File: config.mk
export PLATFORM = sky130hd
export DESIGN_NAME = xfer_chain_seq
export DESIGN_NICKNAME = d
export VERILOG_FILES = /design/src/rtl/xcs_pkg.sv /design/src/rtl/xcs_info_regs.sv /design/src/rtl/xcs_chain_decide.sv /design/src/rtl/xfer_chain_seq.sv
export SDC_FILE = /design/constraint.sdc
export NUM_CORES = 1
export LEC_CHECK = 0
export BUFFER_PORTS_ARGS = -buffer_cell sky130_fd_sc_hd__buf_2
export CORE_ASPECT_RATIO = 1.25
export CORE_MARGIN = 2
export CORE_UTILIZATION = 40
export CTS_CLUSTER_DIAMETER = 80
export DETAILED_ROUTE_END_ITERATION = 8
export PLACE_DENSITY_LB_ADDON = 0.1
export SLEW_MARGIN = 20
export SYNTH_ARGS = -nofsm -noshare
export SYNTH_HDL_FRONTEND = slang
export SYNTH_SLANG_ARGS = --single-unit
File: constraint.sdc
create_clock -name clk -period 3.35 [get_ports clk]
set_input_delay 0 -clock clk [delete_from_list [all_inputs] [get_ports clk]]
set_output_delay 0 -clock clk [all_outputs]
set_load 0.02 [all_outputs]
File: src/rtl/xcs_pkg.sv
package xcs_pkg;

    typedef enum logic [2:0] {
        ST_IDLE,
        ST_READ_INFO,
        ST_READ_DATA,
        ST_WRITE_DATA,
        ST_WRITEBACK,
        ST_DECIDE
    } xcs_state_e;

    localparam int MODE_W         = 8;
    localparam int MODE_CHAIN_EN  = 7;
    localparam int MODE_INT_SEL   = 6;
    localparam int MODE_CHAIN_SEL = 5;

endpackage

File: src/rtl/xcs_info_regs.sv
module xcs_info_regs #(
    parameter int AW    = 16,
    parameter int DW    = 32,
    parameter int CW    = 16,
    parameter int IDX_W = 2
) (
    input  logic             clk,
    input  logic             rst_n,
    input  logic             cap_en,
    input  logic [IDX_W-1:0] cap_idx,
    input  logic [DW-1:0]    rdata,
    input  logic             cnt_wr_en,
    input  logic [CW-1:0]    cnt_wr_val,
    output logic [DW-CW-1:0] hdr_hi,
    output logic [CW-1:0]    cnt,
    output logic [AW-1:0]    src_addr,
    output logic [AW-1:0]    dst_addr
);

    always_ff @(posedge clk or negedge rst_n) begin
        if (!rst_n) begin
            hdr_hi   <= '0;
            cnt      <= '0;
            src_addr <= '0;
            dst_addr <= '0;
        end else begin
            if (cap_en) begin
                case (cap_idx)
                    IDX_W'(0): begin
                        hdr_hi <= rdata[DW-1:CW];
                        cnt    <= rdata[CW-1:0];
                    end
                    IDX_W'(1): src_addr <= rdata[AW-1:0];
                    IDX_W'(2): dst_addr <= rdata[AW-1:0];
                    default: ;
                endcase
            end
            if (cnt_wr_en) begin
                cnt <= cnt_wr_val;
            end
        end
    end

endmodule

File: src/rtl/xcs_chain_decide.sv
module xcs_chain_decide #(
    parameter int CW = 16
) (
    input  logic          chain_en,
    input  logic          int_sel,
    input  logic          chain_sel,
    input  logic [CW-1:0] cnt_new,
    output logic          chain_go,
    output logic          pulse_flag,
    output logic          pulse_irq,
    output logic          pulse_en
);

    logic cnt_zero;

    always_comb begin
        cnt_zero   = (cnt_new == '0);
        chain_go   = chain_en && (!chain_sel || cnt_zero);
        pulse_flag = 1'b0;
        pulse_irq  = 1'b0;
        pulse_en   = 1'b0;
        if (!chain_go) begin
            pulse_en   = cnt_zero;
            pulse_irq  = cnt_zero || int_sel;
            pulse_flag = !cnt_zero && !int_sel;
        end
    end

endmodule

File: src/rtl/xfer_chain_seq.sv
module xfer_chain_seq
    import xcs_pkg::*;
#(
    parameter int AW         = 16,
    parameter int DW         = 32,
    parameter int CW         = 16,
    parameter int SRC_W      = 4,
    parameter int SLOT_WORDS = 4
) (
    input  logic             clk,
    input  logic             rst_n,
    input  logic             act_req,
    input  logic [SRC_W-1:0] act_src,
    input  logic [AW-1:0]    act_base,
    output logic             mem_valid,
    output logic             mem_we,
    output logic [AW-1:0]    mem_addr,
    output logic [DW-1:0]    mem_wdata,
    input  logic             mem_ready,
    input  logic [DW-1:0]    mem_rdata,
    output logic             busy,
    output logic             flag_clr,
    output logic             irq_req,
    output logic             en_clr,
    output logic [SRC_W-1:0] evt_src
);

    localparam int HI_W       = DW - CW;
    localparam int INFO_WORDS = 3;
    localparam int IDX_W      = $clog2(INFO_WORDS);
    localparam logic [IDX_W-1:0] LAST_IDX = IDX_W'(INFO_WORDS - 1);

    xcs_state_e        state_q, state_d;
    logic [IDX_W-1:0]  idx_q;
    logic [AW-1:0]     base_q;
    logic [SRC_W-1:0]  src_q;
    logic [DW-1:0]     data_q;

    logic              hs;
    logic [HI_W-1:0]   hdr_hi;
    logic [CW-1:0]     cnt;
    logic [CW-1:0]     cnt_dec;
    logic [AW-1:0]     src_addr;
    logic [AW-1:0]     dst_addr;
    logic [MODE_W-1:0] mode;
    logic              chain_go, d_flag, d_irq, d_en;
    logic              cap_en, cnt_wr_en;

    assign hs        = mem_valid && mem_ready;
    assign cnt_dec   = cnt - CW'(1);
    assign mode      = hdr_hi[HI_W-1 -: MODE_W];
    assign cap_en    = (state_q == ST_READ_INFO) && hs;
    assign cnt_wr_en = (state_q == ST_WRITEBACK) && hs;

    xcs_info_regs #(
        .AW   (AW),
        .DW   (DW),
        .CW   (CW),
        .IDX_W(IDX_W)
    ) u_info (
        .clk       (clk),
        .rst_n     (rst_n),
        .cap_en    (cap_en),
        .cap_idx   (idx_q),
        .rdata     (mem_rdata),
        .cnt_wr_en (cnt_wr_en),
        .cnt_wr_val(cnt_dec),
        .hdr_hi    (hdr_hi),
        .cnt       (cnt),
        .src_addr  (src_addr),
        .dst_addr  (dst_addr)
    );

    xcs_chain_decide #(
        .CW(CW)
    ) u_decide (
        .chain_en  (mode[MODE_CHAIN_EN]),
        .int_sel   (mode[MODE_INT_SEL]),
        .chain_sel (mode[MODE_CHAIN_SEL]),
        .cnt_new   (cnt),
        .chain_go  (chain_go),
        .pulse_flag(d_flag),
        .pulse_irq (d_irq),
        .pulse_en  (d_en)
    );

    // Next-state logic
    always_comb begin
        state_d = state_q;
        unique case (state_q)
            ST_IDLE:       if (act_req) state_d = ST_READ_INFO;
            ST_READ_INFO:  if (hs && idx_q == LAST_IDX) state_d = ST_READ_DATA;
            ST_READ_DATA:  if (hs) state_d = ST_WRITE_DATA;
            ST_WRITE_DATA: if (hs) state_d = ST_WRITEBACK;
            ST_WRITEBACK:  if (hs) state_d = ST_DECIDE;
            ST_DECIDE:     state_d = chain_go ? ST_READ_INFO : ST_IDLE;
            default:       state_d = ST_IDLE;
        endcase
    end

    // State register and step context
    always_ff @(posedge clk or negedge rst_n) begin
        if (!rst_n) begin
            state_q <= ST_IDLE;
            idx_q   <= '0;
            base_q  <= '0;
            src_q   <= '0;
            data_q  <= '0;
        end else begin
            state_q <= state_d;
            if (state_q == ST_IDLE && act_req) begin
                base_q <= act_base;
                src_q  <= act_src;
                idx_q  <= '0;
            end
            if (cap_en) begin
                idx_q <= (idx_q == LAST_IDX) ? '0 : idx_q + IDX_W'(1);
            end
            if (state_q == ST_READ_DATA && hs) begin
                data_q <= mem_rdata;
            end
            if (state_q == ST_DECIDE && chain_go) begin
                base_q <= base_q + AW'(SLOT_WORDS);
                idx_q  <= '0;
            end
        end
    end

    // Outputs
    always_comb begin
        mem_valid = 1'b0;
        mem_we    = 1'b0;
        mem_addr  = '0;
        mem_wdata = '0;
        flag_clr  = 1'b0;
        irq_req   = 1'b0;
        en_clr    = 1'b0;
        unique case (state_q)
            ST_IDLE: ;
            ST_READ_INFO: begin
                mem_valid = 1'b1;
                mem_addr  = base_q + AW'(idx_q);
            end
            ST_READ_DATA: begin
                mem_valid = 1'b1;
                mem_addr  = src_addr;
            end
            ST_WRITE_DATA: begin
                mem_valid = 1'b1;
                mem_we    = 1'b1;
                mem_addr  = dst_addr;
                mem_wdata = data_q;
            end
            ST_WRITEBACK: begin
                mem_valid = 1'b1;
                mem_we    = 1'b1;
                mem_addr  = base_q;
                mem_wdata = {hdr_hi, cnt_dec};
            end
            ST_DECIDE: begin
                flag_clr = d_flag;
                irq_req  = d_irq;
                en_clr   = d_en;
            end
            default: ;
        endcase
    end

    assign busy    = (state_q != ST_IDLE);
    assign evt_src = src_q;

endmodule

# Word-level counts from Yosys, hierarchy flattened

Cells that the tools add are included.

$lt $le $gt $ge: 0
Div/mod/pow operators: 0
$mul: 0
Mux-type cells: 26
Add/subtract/negate cells: 4
Reductions and logical operators: 29
Equal/unequal tests: 12
Bitwise operators: 0
Shift-type cells: 0

Operator list:

| kind                    | count |
|---|---|
| $mux W16                | 5 |
| $pmux W16 S4            | 1 |
| $pmux W32 S2            | 1 |
| $pmux W3 S6             | 1 |
| $add A16 B2 Y16         | 1 |
| $add A16 B3 Y16 const B | 1 |
| $logic_not A16 Y1       | 1 |
| $sub A16 B1 Y16 const B | 1 |
| $mux W3                 | 5 |
| $logic_and A1 B1 Y1     | 9 |
| $mux W1                 | 9 |
| $mux W2                 | 4 |
| $ne A2 B2 Y1 const B    | 4 |
| $reduce_and A2 Y1       | 4 |
| $eq A3 B2 Y1 const B    | 2 |
| $eq A3 B3 Y1 const B    | 2 |
| $reduce_bool A2 Y1      | 3 |
| $reduce_bool A3 Y1      | 2 |
| $reduce_and A5 Y1       | 1 |
| $reduce_or A4 Y1        | 1 |
| $eq A3 B1 Y1 const B    | 1 |
| $logic_not A1 Y1        | 3 |
| $logic_not A3 Y1        | 1 |
| $add A2 B1 Y2 const B   | 1 |
| other kinds (6)         | 7 |

Memories: 0
Logic and storage cells: 80
Latch bits: 0
Memory bits (read-only): 0
Register bits: 121
Bits in writable memories: 0

# Depth between registers and ports, before layout

Depth after elaboration: 7
Mapped depth: 8
Depth with buffers taken out: 7

# Modules after synthesis

A second synthesis with hierarchy kept.

Cells, all modules: 678
Area, all modules: 6678.9 um^2

Modules (own cells, without submodules):

| module           | area an instance (um^2) | cells an instance | times used | sequential area each (um^2) |
|---|---|---|---|---|
| xfer_chain_seq   | 4001.3                  | 441               | 1          | 1426.4 |
| xcs_info_regs    | 2566.2                  | 224               | 1          | 1601.5 |
| xcs_chain_decide | 111.4                   | 13                | 1          | 0.0 |

# Worst setup path after synthesis

No wires, ideal clock.

Path kind: flip-flop to flip-flop
Start point: reg u_info.cnt[7]
End point: reg base_q[14]
Stages on the path, launching flop included: 8
Library setup time: 0.069 ns
Arrival: 2.422 ns
Period minus slack after synthesis: 2.491 ns
Slack: 0.859 ns
Buffers on the path: 2
Cell sequence: dfrtp_1 -> buf_6 -> or4_1 -> buf_2 -> o41a_1 -> or4_4 -> or3_1 -> nand3_1

Word-level cells in the longest chain between the ends: 5

Ends and longest elaborated chain:

| item                                           | RTL line               | RTL |
|---|---|---|
| start: declaration                             | xcs_info_regs.sv:15    | `output logic [CW-1:0] cnt,` |
| start signal: assignment                       | xcs_info_regs.sv:31    | `cnt <= rdata[CW-1:0];` |
| start signal: assignment                       | xcs_info_regs.sv:39    | `cnt <= cnt_wr_val;` |
| $logic_not A16 Y1 *                            | xcs_chain_decide.sv:17 | `cnt_zero = (cnt_new == '0);` |
| $logic_or A1 B1 Y1 *                           | xcs_chain_decide.sv:18 | `chain_go = chain_en && (!chain_sel \|\| cnt_zero);` |
| $logic_and A1 B1 Y1 *                          | xcs_chain_decide.sv:18 |  |
| $logic_and A1 B1 Y1 *                          | xfer_chain_seq.sv:122  | `if (state_q == ST_DECIDE && chain_go) begin` |
| $mux W16 or $reduce_bool A2 Y1 (tied branches) | --                     |  |
| end signal: assignment                         | xfer_chain_seq.sv:112  | `base_q <= act_base;` |
| end signal: assignment                         | xfer_chain_seq.sv:123  | `base_q <= base_q + AW'(SLOT_WORDS);` |
| end: declaration                               | xfer_chain_seq.sv:35   | `logic [AW-1:0] base_q;` |

Mark *: on every way between the ends. The rest lies on a longest branch, timed or not.
A chain may end at the register's enable or synchronous reset.

# Final worst setup path

Start point: reg idx_q[0]
End point: out mem_addr[10]

Word-level cells in the longest chain between the ends: 2

Ends and longest elaborated chain:

| item                     | RTL line              | RTL |
|---|---|---|
| start: declaration       | xfer_chain_seq.sv:34  | `logic [IDX_W-1:0] idx_q;` |
| start signal: assignment | xfer_chain_seq.sv:117 | `idx_q <= (idx_q == LAST_IDX) ? '0 : idx_q + IDX_W'(1);` |
| $add A16 B2 Y16          | xfer_chain_seq.sv:142 | `mem_addr = base_q + AW'(idx_q);` |
| $pmux W16 S4             | xfer_chain_seq.sv:138 | `unique case (state_q)` |
| end: declaration         | xfer_chain_seq.sv:17  | `output logic [AW-1:0] mem_addr,` |

Every way passes these cells.

==> summary.txt <==
Outcome
  – Run status: finished, final reports clean

Synth
  – Post-synthesis mux area share: 13.3%
  – Area contributors post-synth: dfrtp_1 (46%), mux2_2 (12%), nand2_1 (7.4%)
  – Synth Warn #: 0
  – Post-synthesis simple-gate area fraction: about 18%
  – #FFs+latches synth: 121
  – Synth Area in Adders: 1.27%
  – Fraction of registers with async set/reset: 100%
  – Synth Area per Inst: roughly 9.6 um2
  – Synth top area share: approximately 46%
  – Main synth FF type: dfrtp_1
  – Largest family of logic cells by synthesized area: simple AND/OR/NAND/NOR gates
  – Post-synthesis compound-gate area fraction: approximately 15%
  – Post-synth EDFFs: 0
  – Seq/Total Area, Yosys: between 40% and 50%
  – Yosys cell types: 61
  – Post-Syn Area: between 6000 and 7000 um2
  – Synthesized Nets: between 700 and 800
  – Post-Synth XOR/XNOR Area: approximately 2.7%
  – Cell count after synthesis: between 600 and 700
  – Leading area contributor after synthesis: dfrtp_1

GRT
  – Initial antenna violation count: 0
  – First-pass GRT wire length: 31800 um
  – Pin count of the biggest net entering global routing: 63
  – GR Overflow Total: 0
  – Vias in the first global route: 5960
  – Tot GR Track Use: a little under a quarter

Routing
  – DR vias: about 5800
  – Via density: 5.45
  – 1st-iter DRT viols: between 300 and 400
  – Post-Route WL: between 15000 and 20000 um
  – Drt wl/cell: roughly 19 um
  – DRT antenna net count: 0
  – Remaining DRCs: 0
  – First-pass DRT Iterations: 6

Worst setup path
  – CP Capture Type: output pin
  – Type of the worst setup path: reg2out
  – Critical Path RT: 3.35 ns
  – Worst r2r src: u_info.cnt[8]$_DFFE_PN0P_
  – CP startpoint kind: flip-flop
  – RR Endpoint: base_q[14]$_DFFE_PN0P_
  – Worst R2R Setup Slack: between 0.6 and 0.7 ns
  – Worst Reg-to-Reg Cells: 5
  – Arr. time, crit path: approximately 2.8 ns
  – CP Max Fanout: 8

STA
  – Setup TNS: 0 ns
  – Least-Margin Pin Slew: between 1 and 1.5 ns
  – Final setup fails: 0
  – Final Max Tran Viols: 0
  – Final Hold Fails: 0
  – Unrepaired setup endpoints after global routing: no
  – Fmax achieved: about 0.36 GHz
  – Fin crit period: around 2.8 ns
  – Slew margin rel.: between 30% and 40%
  – Final period utilization: roughly 83%
  – Layout Skew: 0.00850 ns

Power and ir drop
  – Pwr Density: ~940 nW/um2
  – Worst IR Drop VDD: 0.372 mV
  – LEAKAGE: around 3.8 nW

Die
  – Die area: ~17000 um2
  – Core area: between 15000 and 20000 um2
  – Row count: 52
  – Die extent in x: around 120 um
  – Starting Density: 40.6%
  – Die Y: between 100 and 150 um
  – Io pins: roughly 110

Final layout
  – Diode count: 0
  – NumNets Final: ~900
  – Reg area: just over 3000 um2
  – Layout cell share with drive strength beyond 1: ~29%
  – Fillcell total: between 1000 and 1500
  – Synth-to-Final Area Change: 29.4%
  – Multi-input combinational cell area: between 3000 and 4000 um2
  – Fin util: between 50% and 60%

Clock tree
  – H-tree depth: 4
  – Setup bufs post-CTS: 0
  – CTS Buf Count: 17
  – CTS tree: done
  – Num Clock Sinks: 121
  – Clock transition at the registers of the reported paths: 0.06 ns
  – Max Buffers Root-to-Sink: 2
  – Worst skew pair latency: 0.42 ns
  – Root Buffer: clkbuf_16

Placed design
  – GPL Wtd Cong: roughly 0.89
  – DP HPWL: ~14000 um
  – IO buf count: ~110

Worst hold path
  – Hold Path Origin: act_req
  – Hold Path End: state_q[0]$_DFFE_PN0P_
  – Worst hold path class: in2reg
  – Hold Path Depth: 5

Job
  – Max cap viols: 0
## how the worst max path moves through the flow
| stage | slack [ns] | startpoint | endpoint |
|---|---|---|---|
| 2_1_floorplan | 0.86 | u_info.cnt[7]$_DFFE_PN0P_ | base_q[14]$_DFFE_PN0P_ |
| 3_3_place_gp | 0.70 | u_info.cnt[8]$_DFFE_PN0P_ | base_q[14]$_DFFE_PN0P_ |
| 3_5_place_dp | 0.67 | u_info.cnt[8]$_DFFE_PN0P_ | base_q[14]$_DFFE_PN0P_ |
| 4_1_cts | 0.59 | idx_q[0]$_DFFE_PN0P_ | mem_addr[10] |
| 5_1_grt | 0.41 | idx_q[0]$_DFFE_PN0P_ | mem_addr[14] |
| 6_report | 0.58 | idx_q[0]$_DFFE_PN0P_ | mem_addr[10] |
## per-stage QoR
| stage | area (um2) | setup WS, ns | hold WS, ns | total power [mW] | std cells |
|---|---|---|---|---|---|
| after detailed placement | 7330 | 0.671 | 0.151 | 6.15 | 979 |
| after floorplan | 6520 | 0.859 | -0.296 | 5.02 | 681 |
| after CTS | 8440 | 0.595 | 0.196 | 8.01 | 1065 |
| after global routing | 8440 | 0.415 | 0.240 | 8.50 | 1065 |
| final | 8440 | 0.576 | 0.217 | 7.95 | 1065 |
| after global placement | 7330 | 0.696 | 0.137 | 6.06 | 979 |
## cells in the final DEF, fill, tap and decap left out, types with 5 or more instances in the layout
cell / count
nand2_1: 129
dfrtp_1: 121
buf_2: 112
mux2_2: 69
dlygate4sd3_1: 54
o21ai_0: 51
nor2_1: 30
a21oi_1: 25
nand3_1: 18
clkbuf_16: 17
buf_4: 17
a22o_1: 15
inv_1: 13
nor3_1: 13
xnor2_1: 12
o211ai_1: 10
mux2i_1: 9
xor2_1: 8
o22ai_1: 7
nor4_1: 7
nor2b_1: 6
nand4_1: 6
o311ai_0: 6
a311oi_1: 6
inv_6: 6
a22oi_1: 5
or3_1: 5
ha_1: 5
clkinvlp_4: 5
## Yosys cell counts, drive strengths merged (2+ instances only)
cell type,number
ha,5
and2,2
a311oi,6
xnor2,12
o211ai,10
and3,2
dfrtp,121
o21ai,51
o31a,2
clkbuf,41
a21oi,25
a22oi,5
nand2b,4
nand3b,2
nor2b,6
o22ai,7
mux2,69
nand2,129
o311ai,6
nand4b,2
inv,13
a221o,3
xor2,8
nand3,18
a22o,15
nor4,7
nor3b,5
or2,2
nand4,6
a211oi,3
mux2i,9
buf,7
nor3,14
o221ai,4
or3,6
nor2,30
or4,6
## what timing repair did
action,4_1_cts,5_1_grt
endpoints found under the hold margin,176,0
hold buffers,54,0
gates resized for setup,0,0
## flip-flops by register name, indices dropped and copies added (netlist names)
register	flops
data_q	32
base_q	16
u_info.cnt	16
u_info.dst_addr	16
u_info.hdr_hi	16
u_info.src_addr	16
evt_src	4
state_q	3
idx_q	2
## layout make-up
cell class	instances	area share (%)
well taps	216	3.20
clock inverters	15	1.69
repair buffers	184	14.8
multi-input cells	499	38.8
inverters	13	0.578
flip-flops and latches	121	35.9
clock buffers	17	5.04
## layer usage
layer	wire length [um]	GRT usage, %
met4	425	8.55
met3	815	4.97
met2	9820	39.8
met5	0	0
met1	8700	29.5
## cell families (layout without fill, tap and decap cells)
kind of cell | Yosys count | after routing
flops | 121 | 121
buf+inv | 61 | 229
mux | 78 | 78
compound gates | 148 | 148
fa+ha+maj | 6 | 6
xor+xnor | 20 | 20
simple gates | 247 | 247
## worst max-delay path, cell delays in order, from the launching register on
cell and delay (ns):
dfrtp_1 0.48, ha_1 0.24, inv_1 0.06, fa_1 0.53
nor3_1 0.29, xor2_1 0.19, a22oi_1 0.11, o21ai_0 0.22
buf_2 0.21
## where the power goes
group | internal [mW] | total (mW) | switching [mW]
Combinational | 1.42 | 3.32 | 1.90
Clock | 1.03 | 1.77 | 0.735
Sequential | 2.17 | 2.86 | 0.693
No activity file was read; power rests on OpenSTA's default activity.
